### src/rtl/packed_divider.sv
module packed_divider #(
  parameter int DW = 16
) (
  input  logic            clk,
  input  logic            rst_n,
  input  logic            start,
  input  logic            wide,
  input  logic            signed_op,
  input  logic [2*DW-1:0] dividend,
  input  logic [DW-1:0]   divisor,
  output logic            busy,
  output logic            done,
  output logic [2*DW-1:0] result,
  output logic            flag_n,
  output logic            flag_z
);
  localparam int HW = DW / 2;
  localparam int CW = $clog2(DW + 1);

  typedef enum logic [1:0] {S_IDLE, S_RUN, S_FIX} state_t;

  state_t          state;
  logic [DW-1:0]   rem;
  logic [DW-1:0]   quo;
  logic [DW-1:0]   dvs;
  logic [CW-1:0]   cnt;
  logic            mode_w;
  logic            neg_q;
  logic            neg_r;
  logic            dz;

  logic            a_neg, b_neg, b_zero, accept;
  logic [2*DW-1:0] a_sel, a_abs, a_mag;
  logic [DW-1:0]   b_sel, b_abs, b_mag;

  assign busy   = (state != S_IDLE);
  assign accept = start && !busy;

  assign a_neg = signed_op && (wide ? dividend[2*DW-1] : dividend[DW-1]);
  assign b_neg = signed_op && (wide ? divisor[DW-1] : divisor[HW-1]);
  assign a_sel = wide ? dividend : {{DW{1'b0}}, dividend[DW-1:0]};
  assign b_sel = wide ? divisor : {{HW{1'b0}}, divisor[HW-1:0]};
  assign a_abs = a_neg ? (~a_sel + 1'b1) : a_sel;
  assign b_abs = b_neg ? (~b_sel + 1'b1) : b_sel;
  assign a_mag = wide ? a_abs : {{DW{1'b0}}, a_abs[DW-1:0]};
  assign b_mag = wide ? b_abs : {{HW{1'b0}}, b_abs[HW-1:0]};
  assign b_zero = (b_sel == '0);

  logic [DW:0]   shifted;
  logic          fits;
  logic [DW-1:0] rem_next;

  assign shifted  = {rem, quo[DW-1]};
  assign fits     = (shifted >= {1'b0, dvs});
  assign rem_next = fits ? DW'(shifted - {1'b0, dvs}) : shifted[DW-1:0];

  logic [DW-1:0] q_mag, r_mag, q_fin, r_fin;

  assign q_mag = mode_w ? quo : {{HW{1'b0}}, quo[HW-1:0]};
  assign r_mag = mode_w ? rem : {{HW{1'b0}}, rem[HW-1:0]};
  assign q_fin = neg_q ? (~q_mag + 1'b1) : q_mag;
  assign r_fin = neg_r ? (~r_mag + 1'b1) : r_mag;

  always_ff @(posedge clk or negedge rst_n) begin
    if (!rst_n) begin
      state  <= S_IDLE;
      rem    <= '0;
      quo    <= '0;
      dvs    <= '0;
      cnt    <= '0;
      mode_w <= 1'b0;
      neg_q  <= 1'b0;
      neg_r  <= 1'b0;
      dz     <= 1'b0;
    end else begin
      case (state)
        S_IDLE: begin
          if (accept) begin
            mode_w <= wide;
            neg_q  <= a_neg ^ b_neg;
            neg_r  <= a_neg;
            dz     <= b_zero;
            dvs    <= b_mag;
            rem    <= wide ? a_mag[2*DW-1:DW] : {{HW{1'b0}}, a_mag[DW-1:HW]};
            quo    <= wide ? a_mag[DW-1:0] : {a_mag[HW-1:0], {HW{1'b0}}};
            cnt    <= wide ? CW'(DW) : CW'(HW);
            state  <= b_zero ? S_FIX : S_RUN;
          end
        end
        S_RUN: begin
          rem <= rem_next;
          quo <= {quo[DW-2:0], fits};
          cnt <= cnt - 1'b1;
          if (cnt == CW'(1)) state <= S_FIX;
        end
        default: state <= S_IDLE;
      endcase
    end
  end

  always_ff @(posedge clk or negedge rst_n) begin
    if (!rst_n) begin
      done   <= 1'b0;
      result <= '0;
      flag_n <= 1'b0;
      flag_z <= 1'b0;
    end else begin
      done <= (state == S_FIX);
      if (state == S_FIX) begin
        flag_z <= dz;
        if (dz) begin
          flag_n <= 1'b0;
        end else begin
          flag_n <= mode_w ? q_fin[DW-1] : q_fin[HW-1];
          if (mode_w) result <= {r_fin, q_fin};
          else        result[DW-1:0] <= {r_fin[HW-1:0], q_fin[HW-1:0]};
        end
      end
    end
  end
endmodule


### config.mk
export PLATFORM = sky130hd
export DESIGN_NAME = packed_divider
export DESIGN_NICKNAME = d
export VERILOG_FILES = /design/src/rtl/packed_divider.sv
export SDC_FILE = /design/constraint.sdc
export NUM_CORES = 1
export LEC_CHECK = 0
export BUFFER_PORTS_ARGS = -buffer_cell sky130_fd_sc_hd__clkbuf_2
export CORE_ASPECT_RATIO = 1.1
export CORE_UTILIZATION = 54
export DETAILED_ROUTE_END_ITERATION = 7
export PLACE_DENSITY = 0.82
export SYNTH_ARGS = -nofsm -noshare
export SYNTH_HDL_FRONTEND = slang
export SYNTH_SLANG_ARGS = --single-unit
### constraint.sdc
create_clock -name clk -period 3.4 [get_ports clk]
set_input_delay 0.34 -clock clk [delete_from_list [all_inputs] [get_ports clk]]
set_output_delay 0.34 -clock clk [all_outputs]
set_load 0.05 [all_outputs]
# Word level (Yosys, flattened, before mapping)
# Index checks and enable logic that the tools add are counted.
# totals
out_inout_bits,36
word_cells,74
regBits,94
# classes
n_eq_ne,5
bitwise_logic,6
magnitude_cmp,1
reduce_logical,13
add_sub_neg,6
n_mux,29
# ops
operator,n
$mux W16,13
$mux W32,3
$pmux W16 S2,2
$add A16 B1 Y16 const B,3
$not A16 Y16,3
$add A32 B1 Y32 const B,1
$not A32 Y32,1
$ge A17 B16 Y1,1
$logic_not A16 Y1,1
$sub A16 B16 Y16,1
$mux W5,2
$pmux W5 S2,1
$reduce_and A2 Y1,4
$mux W2,3
$eq A5 B1 Y1 const B,1
$sub A5 B1 Y5 const B,1
$mux W1,4
$ne A2 B2 Y1 const B,2
$pmux W2 S2,1
$reduce_bool A2 Y1,2
$logic_and A1 B1 Y1,3
$reduce_and A3 Y1,1
$eq A2 B1 Y1 const B,1
$eq A2 B2 Y1 const B,1
other kinds (4),4

# Depth between registers and ports, before layout
# depth
depth_word,8
mapped_depth,12

# Worst setup path before layout
# No wires, ideal clock.
# synth_path
path_kind,reg2reg
from,register rem[8]
to,register rem[11]
setup_slack_ps,909
path_stages_with_launch,12
arrival_time_ps,2367
n_path_buf,3
setup_time_ps,124
cell_sequence,dfrtp_1 > ha_1 > buf_2 > nand2_1 > nor3_1 > nand3_1 > and3_1 > clkbuf_1 > and2_0 > clkbuf_1 > and3_1 > a211o_1
# synth_between
elab_chain_cells,3
# synth_rtl
element,line,rtl
"start, declared",23,logic [DW-1:0] rem;
"start signal, assigned",84,"rem <= wide ? a_mag[2*DW-1:DW] : {{HW{1'b0}}, a_mag[DW-1:HW]};"
"start signal, assigned",91,rem <= rem_next;
$sub A16 B16 Y16 or $ge A17 B16 Y1 (tied branches),"55, 54",
$mux W16 *,55,"assign rem_next = fits ? DW'(shifted - {1'b0, dvs}) : shifted[DW-1:0];"
$pmux W16 S2 *,76,case (state)
# Every way passes the cells marked *; elsewhere a longest branch is shown, timed or not.
# A chain may end at the register's enable or synchronous reset.

# Worst setup path in the final report
# Same ends and word-level chain as after synthesis.

==> impl_metrics.tcl <==
set metrics [dict create \
    crit_slowest_cell "dfrtp_1" \
    required_ps 3640 \
    first_pass_iters 6 \
    synth_area_leaders "dfrtp_1 35%, xor2_1 6.0%, o21ai_0 5.8%" \
    final_antenna_net_count 0 \
    placed_cells 1034 \
    core.rowCount 42 \
    netlist_area_um2 6760 \
    core_um2 12100 \
    wl_mm 18.0 \
    io_buffers 88 \
    cts_tree "done" \
    vias 6302 \
    cts_resized 0 \
    path_clk_slew_ps 70 \
    fin_nets 967 \
    place_congestion 0.959 \
    yosysTopAreaCellShare_pct 34.8 \
    grt_max_degree 73 \
    synth.distinct_cells 67 \
    finClkSkew_ps 7.98 \
    die_area_um2 13000 \
    syn_to_final_growth_pct 12.5 \
    numClockSinks 94 \
    synth_most_common_cell "nand2_1" \
    cts_setup_buffers 0 \
    cp-startpoint "rem[8]$_DFFE_PN0P_" \
    regArea_um2 2350 \
    cts-root-buf "clkbuf_16" \
    setup_violations 0 \
    stdcell_count 1050 \
    fillCellCount 1066 \
    regToRegStartpoint "rem[8]$_DFFE_PN0P_" \
    timing.final.crit_share_pct 81.1 \
    synth_ff_type "dfrtp_1" \
    wl_per_cell_um 17.1 \
    drtIter0Drc 635 \
    via_per_inst 6.00 \
    synth-edff-count 0 \
    initial_core_util_pct 55.7 \
    tns_ps 0 \
    crit_path_max_incr_delay_ps 470 \
    max_freq_mhz 363 \
    p_leak_nw 3.39 \
    min_path_type "in2async" \
    yosysTopAreaCell "dfrtp_1" \
    pwr_density_cell_nw_per_um2 1030 \
    drc 0 \
    ioPinCount 89 \
    clk_latency_ps 350 \
    start_kind "flop" \
    grt_use_total_pct 28.9 \
    drive_gt1_share_pct 15.5 \
    cp-end-kind "flop" \
    synthArstFlopShare_pct 100 \
    multi_input_area_um2 4110 \
    grt_pass1_wl_mm 29.1 \
    cts_buffers 9 \
    die_h_um 119 \
    synth-seq-cells 94 \
    worstMarginPinSlew_ps 927 \
    criticalPathCategory "reg2reg" \
    maxCapViolCount 0 \
    yosysSeqAreaShare_pct 34.8 \
    antenna_found_initial 0 \
    status "complete, no violations" \
    grt_overflow_total 0 \
    grt_setup_unrepaired "no" \
    cp_data_arrival_time_ps 2990 \
    max_slew_margin_pct 38.2 \
    crit_fanout 8 \
    period_needed_ps 2760 \
    crit_path_frequent_cell "and3_1" \
    htreeDepth 3 \
    grt_pass1_vias 5768 \
    hold_viol 0 \
    avgSynthCellArea_um2 8.20 \
    peakVddDrop_v 0.000635 \
    yosysWarnings 0 \
    synth_fp_nets 901 \
    path_cells "ha_1 -> nand2_1 -> nor3_1 -> nand3_1 -> and3_1 -> and2_0 -> and3_1 -> a211o_1" \
    diodes 0 \
    cts_hold_buffers 0 \
    die_w_um 109 \
    synth.top_cells.by_count "96 x nand2_1, 94 x dfrtp_1, 84 x nor2_1, 78 x o21ai_0, 66 x a21oi_1" \
    max-clock-path-buffers 2 \
    dp_hpwl_mm 13.5 \
    netlist_instances 825 \
    report.final.slew_viol_count 0 \
]
==> critical path: cells and delay by family, from the launching register on <==
family                     cells  cell delay, ps
and+or+nand+nor                6            1450
AOI/OAI and AO/OA              1             270
DFF                            1             470
adders and majority gates      1             470
==> registers in the layout, summed over array words and instances, names as in the netlist <==
signal  cells
neg_r       1
mode_w      1
rem        16
cnt         5
flag_z      1
result     32
state       2
flag_n      1
neg_q       1
dz          1
quo        16
dvs        16
done        1
==> area by class of cell <==
type | instances | share of cell area (%)
clock buffer | 9 | 2.96
clock inverter | 7 | 1.05
sequential | 94 | 30.9
inverter | 34 | 1.68
tap | 154 | 2.53
timing repair buffer | 98 | 6.81
multi-input combinational | 654 | 54.1
==> per-layer routing <==
| metal | track usage [%] | share of wire [%] | routed length, um | vias to the layer above |
|---|---|---|---|---|
| li1 | - | - | - | 3076 |
| met1 | 40.4 | 45 | 8110 | 2944 |
| met2 | 44.3 | 45 | 8150 | 242 |
| met3 | 6.08 | 7.0 | 1250 | 40 |
| met4 | 9.71 | 2.7 | 486 | 0 |
| met5 | 0 | 0 | 0 | - |
==> final timing paths <==
kind / end / slack (ps) / cells after the start
max: rem[11]$_DFFE_PN0P_ / 640 / 8
min: rem[14]$_DFFE_PN0P_ / 100 / 1
max reg2reg: rem[11]$_DFFE_PN0P_ / 640 / 8
min reg2reg: result[0]$_DFFE_PN0P_ / 480 / 2
max in group asynchronous: result[3]$_DFFE_PN0P_ / 2540 / 2
min in group clk: dvs[0]$_DFFE_PN0P_ / 290 / 3
==> cell usage in the layout, fill, tap and decap left out, types with 3 or more instances in the layout <==
| cell | Yosys | layout |
|---|---|---|
| a21oi_1 | 66 | 66 |
| nand4_1 | 4 | 4 |
| a211oi_1 | 9 | 9 |
| ha_1 | 22 | 22 |
| mux2i_1 | 16 | 16 |
| xnor2_1 | 35 | 35 |
| nor4_1 | 6 | 6 |
| nand2_1 | 96 | 96 |
| a221o_1 | 5 | 5 |
| mux2_2 | 5 | 5 |
| nor3_1 | 16 | 16 |
| o41ai_1 | 3 | 3 |
| a31oi_1 | 7 | 7 |
| o31ai_1 | 15 | 15 |
| nand3_1 | 19 | 19 |
| clkbuf_16 | 0 | 9 |
| nand2b_1 | 11 | 11 |
| or4_1 | 5 | 5 |
| a22oi_1 | 4 | 4 |
| nor2_1 | 84 | 83 |
| or3_1 | 5 | 5 |
| o21ai_0 | 78 | 78 |
| or2_2 | 5 | 5 |
| buf_4 | 0 | 11 |
| o21a_1 | 6 | 6 |
| inv_1 | 33 | 33 |
| dfrtp_1 | 94 | 94 |
| and3_1 | 7 | 7 |
| a221oi_1 | 9 | 9 |
| o211ai_1 | 10 | 10 |
| xor2_1 | 46 | 46 |
| o22ai_1 | 12 | 12 |
| clkbuf_2 | 0 | 87 |
| nor2b_1 | 8 | 7 |
| o31a_1 | 3 | 3 |
==> cell families (layout without fill, tap and decap cells) <==
| kind of cell | count (synthesis) | in the layout | share of synthesized area, % |
|---|---|---|---|
| compound gates | 250 | 250 | 23.2 |
| buf+inv | 77 | 148 | 4.44 |
| mux | 21 | 21 | 3.20 |
| flops | 94 | 94 | 34.8 |
| xor+xnor | 81 | 81 | 10.5 |
| fa+ha+maj | 23 | 23 | 4.37 |
| simple gates | 279 | 279 | 19.5 |
==> where the power goes <==
group	switching (mW)	internal [mW]
sequential	0.614	1.61
clock	0.463	0.581
combinational	2.80	1.74
==> per-stage QoR <==
stage | util [%] | cell area (um2) | setup WS, ps | hold slack (ps) | power, mW
4_1_cts | 62.7 | 7610 | 687 | 167 | 7.75
2_1_floorplan | - | 6760 | 909 | 44.4 | 5.59
6_report | 62.7 | 7610 | 642 | 104 | 7.80
3_5_place_dp | 60.2 | 7300 | 717 | 470 | 6.67
5_1_grt | 62.7 | 7610 | 450 | 186 | 8.42
3_3_place_gp | 60.2 | 7300 | 835 | 458 | 6.57
Power figures use the tool's default switching activity.
